## config.mk

```make
export PLATFORM = sky130hd
export DESIGN_NAME = profile_detrend
export DESIGN_NICKNAME = d
export VERILOG_FILES = /design/src/rtl/profile_detrend_pkg.sv /design/src/rtl/profile_detrend_accum.sv /design/src/rtl/profile_detrend_solve.sv /design/src/rtl/profile_detrend_replay.sv /design/src/rtl/profile_detrend.sv
export SDC_FILE = /design/constraint.sdc
export NUM_CORES = 2
export LEC_CHECK = 0
export CAP_MARGIN = 20
export CORE_UTILIZATION = 45
export DETAILED_ROUTE_END_ITERATION = 12
export GPL_ROUTABILITY_DRIVEN = 0
export PLACE_DENSITY_LB_ADDON = 0.3
export RECOVER_POWER = 25
export SETUP_SLACK_MARGIN = 0.4
export SLEW_MARGIN = 20
export SYNTH_ARGS = -nofsm -noshare
export SYNTH_HDL_FRONTEND = slang
export SYNTH_SLANG_ARGS = --single-unit
```

## constraint.sdc

```tcl
create_clock -name clk -period 9.8 [get_ports clk]
set_input_delay 1.96 -clock clk [delete_from_list [all_inputs] [get_ports clk]]
set_output_delay 1.96 -clock clk [all_outputs]
set_load 0.005 [all_outputs]
```

## src/rtl/profile_detrend_pkg.sv

```systemverilog
package profile_detrend_pkg;

    // State of the sample collector.
    typedef enum logic {
        ACC_IDLE = 1'b0,
        ACC_OPEN = 1'b1
    } acc_state_e;

    // Doubled index variance: 2 * sum((i - mean_i)^2) = n*(n*n-1)/6.
    function automatic int var2_of(input int n);
        return (n * (n * n - 1)) / 6;
    endfunction

    // Scaled reciprocal floor(2^sh / d).
    function automatic int recip_of(input int d, input int sh);
        return int'((longint'(1) << sh) / longint'(d));
    endfunction

endpackage

```

## src/rtl/profile_detrend_accum.sv

```systemverilog
module profile_detrend_accum
    import profile_detrend_pkg::*;
#(
    parameter int NS  = 20,
    parameter int DW  = 18,
    parameter int IW  = 5,
    parameter int SYW = 23,
    parameter int SIW = 28
) (
    input  logic                  clk,
    input  logic                  rst,
    input  logic                  s_valid,
    input  logic                  s_first,
    input  logic signed [DW-1:0]  s_data,
    output logic                  wr_en,
    output logic                  wr_bank,
    output logic [IW-1:0]         wr_idx,
    output logic signed [DW-1:0]  wr_data,
    output logic                  done,
    output logic                  done_bank,
    output logic signed [SYW-1:0] sum_y,
    output logic signed [SIW-1:0] sum_iy
);

    acc_state_e            st;
    logic [IW-1:0]         idx;
    logic                  bank;
    logic                  begin_p;
    logic                  take;
    logic                  last_p;
    logic [IW-1:0]         cur_idx;
    logic signed [SIW-1:0] iy_term;

    assign begin_p = s_valid && s_first;
    assign take    = s_valid && (s_first || (st == ACC_OPEN));
    assign cur_idx = begin_p ? '0 : idx;
    assign last_p  = take && (cur_idx == IW'(NS - 1));
    assign iy_term = SIW'(s_data) * SIW'(signed'({1'b0, cur_idx}));

    assign wr_en   = take;
    assign wr_bank = bank;
    assign wr_idx  = cur_idx;
    assign wr_data = s_data;

    always_ff @(posedge clk) begin
        if (rst) begin
            st        <= ACC_IDLE;
            idx       <= '0;
            bank      <= 1'b0;
            done      <= 1'b0;
            done_bank <= 1'b0;
            sum_y     <= '0;
            sum_iy    <= '0;
        end else begin
            done <= 1'b0;
            if (take) begin
                sum_y  <= (begin_p ? '0 : sum_y) + SYW'(s_data);
                sum_iy <= (begin_p ? '0 : sum_iy) + iy_term;
                if (last_p) begin
                    st        <= ACC_IDLE;
                    idx       <= '0;
                    done      <= 1'b1;
                    done_bank <= bank;
                    bank      <= ~bank;
                end else begin
                    st  <= ACC_OPEN;
                    idx <= cur_idx + IW'(1);
                end
            end
        end
    end

endmodule

```

## src/rtl/profile_detrend_solve.sv

```systemverilog
module profile_detrend_solve #(
    parameter int NS    = 20,
    parameter int DW    = 18,
    parameter int IW    = 5,
    parameter int SYW   = 23,
    parameter int SIW   = 28,
    parameter int OW    = 25,
    parameter int RW    = 18,
    parameter int SH_V  = 26,
    parameter int RCP_V = 50457,
    parameter int SH_M  = 20,
    parameter int RCP_M = 52428
) (
    input  logic                  clk,
    input  logic                  rst,
    input  logic                  in_vld,
    input  logic                  in_bank,
    input  logic signed [SYW-1:0] sum_y,
    input  logic signed [SIW-1:0] sum_iy,
    output logic                  fit_vld,
    output logic                  fit_bank,
    output logic signed [DW-1:0]  fit_slope,
    output logic signed [OW-1:0]  fit_icpt
);

    localparam int CVW = SIW + 2;
    localparam int SPW = CVW + RW;
    localparam int MPW = SYW + RW;
    localparam logic signed [RW-1:0] RV_S = RW'(RCP_V);
    localparam logic signed [RW-1:0] RM_S = RW'(RCP_M);
    localparam logic signed [IW:0]   NM1  = (IW + 1)'(NS - 1);

    // Stage 1: doubled covariance, slope and mean by multiply and shift.
    logic signed [CVW-1:0] cov2;
    logic signed [SPW-1:0] sl_prod;
    logic signed [MPW-1:0] mn_prod;

    assign cov2    = (CVW'(sum_iy) <<< 1) - CVW'(sum_y) * CVW'(NM1);
    assign sl_prod = SPW'(cov2) * SPW'(RV_S);
    assign mn_prod = MPW'(sum_y) * MPW'(RM_S);

    logic                 s1_vld;
    logic                 s1_bank;
    logic signed [DW-1:0] s1_slope;
    logic signed [DW-1:0] s1_mean;

    always_ff @(posedge clk) begin
        if (rst) begin
            s1_vld   <= 1'b0;
            s1_bank  <= 1'b0;
            s1_slope <= '0;
            s1_mean  <= '0;
        end else begin
            s1_vld <= in_vld;
            if (in_vld) begin
                s1_bank  <= in_bank;
                s1_slope <= DW'(sl_prod >>> SH_V);
                s1_mean  <= DW'(mn_prod >>> SH_M);
            end
        end
    end

    // Stage 2: intercept = mean - slope*(NS-1)/2.
    logic signed [OW-1:0] hx_prod;
    logic signed [OW-1:0] icpt_c;

    assign hx_prod = OW'(s1_slope) * OW'(NM1);
    assign icpt_c  = OW'(s1_mean) - (hx_prod >>> 1);

    always_ff @(posedge clk) begin
        if (rst) begin
            fit_vld   <= 1'b0;
            fit_bank  <= 1'b0;
            fit_slope <= '0;
            fit_icpt  <= '0;
        end else begin
            fit_vld <= s1_vld;
            if (s1_vld) begin
                fit_bank  <= s1_bank;
                fit_slope <= s1_slope;
                fit_icpt  <= icpt_c;
            end
        end
    end

endmodule

```

## src/rtl/profile_detrend_replay.sv

```systemverilog
module profile_detrend_replay #(
    parameter int NS = 20,
    parameter int DW = 18,
    parameter int IW = 5,
    parameter int OW = 25
) (
    input  logic                 clk,
    input  logic                 rst,
    input  logic                 wr_en,
    input  logic                 wr_bank,
    input  logic [IW-1:0]        wr_idx,
    input  logic signed [DW-1:0] wr_data,
    input  logic                 fit_vld,
    input  logic                 fit_bank,
    input  logic signed [DW-1:0] fit_slope,
    input  logic signed [OW-1:0] fit_icpt,
    output logic                 o_valid,
    output logic                 o_last,
    output logic signed [OW-1:0] o_data,
    output logic signed [DW-1:0] o_slope,
    output logic signed [OW-1:0] o_icpt
);

    // Two banks: one fills while the other is replayed.
    logic signed [DW-1:0] mem [2][NS];

    always_ff @(posedge clk) begin
        if (wr_en) mem[wr_bank][wr_idx] <= wr_data;
    end

    logic                 rp_on;
    logic [IW-1:0]        rp_idx;
    logic                 rp_bank;
    logic signed [DW-1:0] rp_slope;
    logic signed [OW-1:0] rp_icpt;
    logic signed [OW-1:0] cur_smp;
    logic signed [OW-1:0] ramp;
    logic                 at_end;

    assign cur_smp = OW'(mem[rp_bank][rp_idx]);
    assign ramp    = OW'(rp_slope) * OW'(signed'({1'b0, rp_idx}));
    assign at_end  = (rp_idx == IW'(NS - 1));

    always_ff @(posedge clk) begin
        if (rst) begin
            rp_on    <= 1'b0;
            rp_idx   <= '0;
            rp_bank  <= 1'b0;
            rp_slope <= '0;
            rp_icpt  <= '0;
            o_valid  <= 1'b0;
            o_last   <= 1'b0;
            o_data   <= '0;
            o_slope  <= '0;
            o_icpt   <= '0;
        end else begin
            o_valid <= rp_on;
            o_last  <= rp_on && at_end;
            if (rp_on) begin
                o_data  <= cur_smp - rp_icpt - ramp;
                o_slope <= rp_slope;
                o_icpt  <= rp_icpt;
            end
            if (fit_vld) begin
                rp_on    <= 1'b1;
                rp_idx   <= '0;
                rp_bank  <= fit_bank;
                rp_slope <= fit_slope;
                rp_icpt  <= fit_icpt;
            end else if (rp_on) begin
                if (at_end) rp_on  <= 1'b0;
                else        rp_idx <= rp_idx + IW'(1);
            end
        end
    end

endmodule

```

## src/rtl/profile_detrend.sv

```systemverilog
module profile_detrend
    import profile_detrend_pkg::*;
#(
    parameter int NS    = 20,
    parameter int DW    = 18,
    parameter int RW    = 18,
    parameter int SH_V  = 26,
    parameter int SH_M  = 20,
    parameter int RCP_V = recip_of(var2_of(NS), SH_V),
    parameter int RCP_M = recip_of(NS, SH_M)
) (
    input  logic                                   clk,
    input  logic                                   rst,
    input  logic                                   s_valid,
    input  logic                                   s_first,
    input  logic signed [DW-1:0]                   s_data,
    output logic                                   o_valid,
    output logic                                   o_last,
    output logic signed [DW+$clog2(NS)+1:0]        o_data,
    output logic signed [DW-1:0]                   o_slope,
    output logic signed [DW+$clog2(NS)+1:0]        o_icpt
);

    localparam int IW  = $clog2(NS);
    localparam int SYW = DW + IW;
    localparam int SIW = DW + 2 * IW;
    localparam int OW  = DW + IW + 2;

    logic                  wr_en;
    logic                  wr_bank;
    logic [IW-1:0]         wr_idx;
    logic signed [DW-1:0]  wr_data;
    logic                  acc_done;
    logic                  acc_bank;
    logic signed [SYW-1:0] sum_y;
    logic signed [SIW-1:0] sum_iy;
    logic                  fit_vld;
    logic                  fit_bank;
    logic signed [DW-1:0]  fit_slope;
    logic signed [OW-1:0]  fit_icpt;

    profile_detrend_accum #(
        .NS(NS), .DW(DW), .IW(IW), .SYW(SYW), .SIW(SIW)
    ) u_accum (
        .clk(clk), .rst(rst),
        .s_valid(s_valid), .s_first(s_first), .s_data(s_data),
        .wr_en(wr_en), .wr_bank(wr_bank), .wr_idx(wr_idx), .wr_data(wr_data),
        .done(acc_done), .done_bank(acc_bank),
        .sum_y(sum_y), .sum_iy(sum_iy)
    );

    profile_detrend_solve #(
        .NS(NS), .DW(DW), .IW(IW), .SYW(SYW), .SIW(SIW), .OW(OW), .RW(RW),
        .SH_V(SH_V), .RCP_V(RCP_V), .SH_M(SH_M), .RCP_M(RCP_M)
    ) u_solve (
        .clk(clk), .rst(rst),
        .in_vld(acc_done), .in_bank(acc_bank),
        .sum_y(sum_y), .sum_iy(sum_iy),
        .fit_vld(fit_vld), .fit_bank(fit_bank),
        .fit_slope(fit_slope), .fit_icpt(fit_icpt)
    );

    profile_detrend_replay #(
        .NS(NS), .DW(DW), .IW(IW), .OW(OW)
    ) u_replay (
        .clk(clk), .rst(rst),
        .wr_en(wr_en), .wr_bank(wr_bank), .wr_idx(wr_idx), .wr_data(wr_data),
        .fit_vld(fit_vld), .fit_bank(fit_bank),
        .fit_slope(fit_slope), .fit_icpt(fit_icpt),
        .o_valid(o_valid), .o_last(o_last), .o_data(o_data),
        .o_slope(o_slope), .o_icpt(o_icpt)
    );

endmodule

```

# --- Word level (Yosys, flattened, before mapping) ---
# Memory sizes are Yosys's and may differ from the RTL's. A register that Yosys moved wholly into a read port is not among the register bits.
# Cells that the tools add are included.
word_totals:
  inputBits: 22
  ramBits: 720
  rom_bits: 0
  register_bits: 263
  latchBits: 0
  elab_cells: 78
  output_inout_bits: 70
  memories: 1
classes:
  shifts: 0
  muxes: 18
  reduce_logical: 10
  n_lt_le_gt_ge: 3
  n_addsub: 8
  div: 0
  bitwise_logic: 5
  eq_ne: 2
  mul: 6
memory_table:
  columns: ["memory", "words", "width", "read_ports", "rd_clocked_by_memory_dff", "write_ports", "line_no", "source"]
  rows:
  - ["u_replay.mem", 2, 360, 1, 1, 1, "profile_detrend_replay.sv:25", "logic signed [DW-1:0] mem [2][NS];"]
ops:
  columns: ["operator", "n"]
  rows:
  - ["$mux 360", 1]
  - ["$bmux 18 s5", 1]
  - ["$demux 18 s5", 1]
  - ["$mux 18", 3]
  - ["$mul 18x6->24", 2]
  - ["$mul 30x17->44 const B", 1]
  - ["$mul 23x15->36 const B", 1]
  - ["$sub 29x29->30", 1]
  - ["$mul 23x6->29 const B", 1]
  - ["$add 28x28->28", 1]
  - ["$mux 28", 1]
  - ["$sub 18x25->25", 1]
  - ["$sub 25x25->25", 1]
  - ["$mul 18x6->24 const B", 1]
  - ["$sub 18x23->24", 1]
  - ["$add 23x23->23", 1]
  - ["$mux 23", 1]
  - ["$ge 6x6->1 const B", 2]
  - ["$not 5->6", 2]
  - ["$add 5x1->5 const B", 2]
  - ["$eq 5x5->1 const B", 2]
  - ["$mux 5", 2]
  - ["$mux 1", 8]
  - ["$lt 6x1->1 const B", 1]
  - ["5 further kinds", 13]

# --- Depth between registers and ports, before layout ---
depth:
  ltp_word: 8
  depth_mapped: 40
  ltp_nobuf: 40

# --- By module ---
# From an unflattened synthesis, not the netlist that was laid out.
hier_totals:
  hier_cells: 5560
  hier_area_um2: 66841.6
modules_own_cells:
  columns: ["module", "area_each_um2", "seq_area_each_um2", "cells_each", "instances"]
  rows:
  - ["profile_detrend_replay", 36500.0, 24043.1, 2104, 1]
  - ["profile_detrend_solve", 21961.1, 1641.6, 2366, 1]
  - ["profile_detrend_accum", 8380.5, 1201.2, 1090, 1]

# --- Worst setup path after synthesis ---
# No wires, ideal clock.
synth_path:
  path_kind: "register to register"
  start: "register u_accum.sum_y[7]"
  end: "register u_solve.s1_slope[8]"
  t_required_ps: 9683
  period_less_slack_ps: 8663
  arrival_time_ps: 8545
  path_stages_with_launch: 36
  slack_ps: 1137
  path_buffers: 0
  setup_time_ps: 117
  path_cell_list: "dfxtp_1 -> ha_1 -> inv_1 -> fa_1 -> inv_1 -> fa_1 -> inv_1 -> ha_1 -> and3_1 -> and3_1 -> a41oi_1 -> and4b_1 -> o31ai_1 -> a21o_1 -> a21o_1 -> a21oi_1 -> xor2_1 -> inv_1 -> and2_1 -> ha_1 -> fa_1 -> fa_1 -> fa_1 -> inv_1 -> fa_1 -> inv_1 -> ha_1 -> nand3_1 -> nor2_1 -> nand2_1 -> nor4b_1 -> o21a_1 -> o21ai_0 -> a2111oi_0 -> o21ai_0 -> a32o_1"
synth_between:
  elab_chain_len: 3
synth_rtl:
  columns: ["element", "line_no", "source"]
  rows:
  - ["start: declaration", "profile_detrend_accum.sv:21", "output logic signed [SYW-1:0] sum_y,"]
  - ["start signal: assignment", "profile_detrend_accum.sv:57", "sum_y <= (begin_p ? '0 : sum_y) + SYW'(s_data);"]
  - ["$mul 23x6->29", "profile_detrend_solve.sv:38", "assign cov2 = (CVW'(sum_iy) <<< 1) - CVW'(sum_y) * CVW'(NM1);"]
  - ["$sub 29x29->30", "profile_detrend_solve.sv:38", null]
  - ["$mul 30x17->44", "profile_detrend_solve.sv:39", "assign sl_prod = SPW'(cov2) * SPW'(RV_S);"]
  - ["end signal: assignment", "profile_detrend_solve.sv:57", "s1_slope <= DW'(sl_prod >>> SH_V);"]
  - ["end: declaration", "profile_detrend_solve.sv:44", "logic signed [DW-1:0] s1_slope;"]
# Every way passes these cells.
# A chain may end at the register's enable or synchronous reset.

# --- Final worst setup path ---
layout_path:
  start: "register u_accum.sum_y[7]"
  end: "register u_solve.s1_slope[17]"
# Same word-level chain as after synthesis.

==> results_dict.tcl <==
set metrics [dict create \
    status "complete, but fails checks" \
    violations "max-capacitance violations, max-slew violations" \
    async_reset_ff_share_pct 0 \
    finalHoldViolCount 0 \
    synth-edff-count 720 \
    synth_cell_types 82 \
    io_pins 92 \
    yosys-top-cells-area "edfxtp_1 (33%), fa_1 (14%), ha_1 (12%)" \
    worst_slew_pin_slew_ns 2.467 \
    r2r_slack_ns 0.68 \
    synth_top_area_cell "edfxtp_1" \
    netlist_instances 5413 \
    post-route-min-period_ns 9.117 \
    grt_max_degree 101 \
    path_class "flop to flop" \
    antenna_found_initial 4 \
    synth_commonest_cells "inv_1 (798), edfxtp_1 (720), ha_1 (646)" \
    max_slew_margin_pct -64.44 \
    ant_nets 0 \
    tns_ns 0 \
    coreArea_mm2 0.1444 \
    r2r_start "u_accum.sum_y[7]" \
    rsz0062_at_grt "true" \
    rr_endpoint "u_solve.s1_slope[17]" \
    grt_pass1_vias 42310 \
    drt_iter0_drc 2914 \
    hold_start "u_solve.fit_icpt[12]" \
    die_area_mm2 0.1478 \
    worstPathMaxFanout 8 \
    fmax_mhz 109.7 \
    cts_tree "done" \
    clk_pin_slew_ns 0.06 \
    critPathSlowestCell "fa_1" \
    io_buffers 91 \
    track_usage_pct 21.85 \
    routedWlPerCell_um 21.04 \
    synth_nets 6538 \
    clock_path_buffers 3 \
    ys.flop_type "edfxtp_1" \
    end_kind "flop" \
    cap_viol_max_count 10 \
    syn_area_mm2 0.06584 \
    hpwl_um 115900 \
    ys_ff_latch 981 \
    reg2reg_depth 37 \
    synth_top_area_share_pct 32.84 \
    syn_avg_cell_area_um2 12.16 \
    vias_per_cell 5.460 \
    whs_endpoint "u_replay.rp_icpt[12]" \
    cts.htree.levels 3 \
    setup_violations 0 \
    cp_data_arrival_time_ns 9.66 \
    synthToLayoutAreaGrowth_pct 10.69 \
    required_ns 10.35 \
    via_count 41160 \
    clock_skew_ns 0.09090 \
    die_x_um 384.5 \
    dieHeight_um 384.5 \
    yosys_warnings 0 \
    slew_viol_final 430 \
    hold_path.class "flop to flop" \
    drive_above_1_share_pct 10.19 \
    cts-root-buf "clkbuf_16" \
    nets 6678 \
    grt-ovfl-total 0 \
    grt_pass1_wl_um 247900 \
    yosysSeqAreaShare_pct 40.77 \
    slowest_delay_ns 0.53 \
    start_util_pct 45.61 \
    num_rows 139 \
    insertion_delay_ns 0.72 \
    drc 0 \
    yosysMostFrequentCell "inv_1" \
    start_kind "flop" \
    wl_um 158700 \
    cts.sinks 981 \
    holdPathStages 2 \
    fillers 12550 \
    min_period_over_period_pct 93.03 \
    drtPass1Iterations 6 \
    cts_buffers 99 \
]
[metal layers]
metal	track usage [%]	wire [um]
met1	29.67	69160
met2	36.98	77280
met3	2.592	8045
met4	5.864	4141
met5	0	24
[state kept, by name, indices dropped and copies added (netlist names), 5 cells and up, named ones only]
name	cells
u_solve.s1_mean	18
u_accum.sum_y	23
u_replay.o_slope	18
u_replay.o_icpt	24
u_solve.s1_slope	18
u_replay.rp_icpt	24
u_replay.rp_slope	18
u_replay.mem	720
u_accum.sum_iy	28
u_accum.idx	5
u_solve.fit_slope	18
u_solve.fit_icpt	24
u_replay.rp_idx	5
u_replay.o_data	25
[through the flow]
step           worst slack (ns)  cell area, um2  util [%]  std cells  hold slack, ns
6_report                 0.6835           72880     50.49       7539          0.4396
5_1_grt                  0.2305           72870     50.48       7538          0.4689
4_1_cts                  0.4318           72760     50.40       7537          0.4349
3_5_place_dp           0.008054           69440     48.11       7354          0.4445
3_3_place_gp             0.2336           69440     48.10       7354          0.4385
2_1_floorplan             1.137           65840         -       5413          0.4297
[critical path: cells and delay by family, from the launching register on]
family / cells / cell delay (ns)
AOI/OAI and AO/OA: 13 / 2.05
xor gates and xnor gates: 3 / 0.64
adders and majority gates: 10 / 4.29
buffers and inverters: 7 / 0.49
DFF: 1 / 0.38
and+or+nand+nor: 4 / 1.08
[cell families (layout without fill, tap and decap cells)]
family / after synthesis / in the layout / share of synthesized area, %
DFF: 981 / 981 / 40.77
buffers and inverters: 972 / 1194 / 5.570
other: 0 / 1 / 0
xor gates and xnor gates: 234 / 234 / 3.113
adders and majority gates: 1103 / 1103 / 26.17
and+or+nand+nor: 1058 / 1058 / 7.504
AOI/OAI and AO/OA: 653 / 653 / 6.611
muxes: 412 / 412 / 10.26
[cell type report]
class                           instances  area [um2]  area share (%)
Antenna cell                            1       2.502        0.003434
Clock buffer                          116        2541           3.487
Clock inverter                         67       733.2           1.006
Inverter                              798        2995           4.110
Multi-Input combinational cell       3460       35630           48.90
Sequential cell                       981       26870           36.87
Tap cell                             1903        2381           3.267
Timing Repair Buffer                  213        1718           2.357
[worst max-delay path by stage]
stage	cells after the start	to	slack (ns)	start
3_3_place_gp	35	u_solve.s1_slope[8]	0.23	u_accum.sum_y[7]
6_report	37	u_solve.s1_slope[17]	0.68	u_accum.sum_y[7]
5_1_grt	22	u_accum.sum_iy[27]	0.23	s_data[10]
3_5_place_dp	35	u_solve.s1_slope[8]	0.008	u_accum.sum_y[4]
2_1_floorplan	35	u_solve.s1_slope[8]	1.14	u_accum.sum_y[7]
4_1_cts	36	u_solve.s1_slope[14]	0.43	u_accum.sum_y[7]
[cells in the final DEF, fill, tap and decap left out, types with 17 or more instances in the layout]
cell,instances
inv_1,797
edfxtp_1,720
ha_1,646
fa_1,457
nor2_1,361
nand2_1,263
dfxtp_1,248
mux4_2,210
mux2i_1,201
a21oi_1,192
xnor2_1,141
buf_4,106
a21o_1,100
clkbuf_16,99
o21ai_0,90
xor2_1,85
and2_1,83
clkdlybuf4s50_1,76
and3_1,62
nor3_1,55
nand3_1,52
clkbuf_1,44
a211oi_1,32
nor2b_1,29
o21bai_1,27
nor2_2,25
a31oi_1,23
or3_1,23
o21a_1,22
nand2b_1,21
clkinv_1,21
o22a_1,18
nand4_1,17
[what timing repair did]
item / 4_1_cts / 5_1_grt
hold buffers: 0 / 0
gates cloned: 0 / 0
setup buffers: 0 / 1
endpoints found under the setup margin: 10 / 16
pin swaps: 0 / 4
gates resized for setup: 7 / 40
hold endpoints to repair: 0 / 0
Power is left out: the tool's default activity adds up to more than one toggle a clock period on the data nets, which glitch-free logic cannot reach.
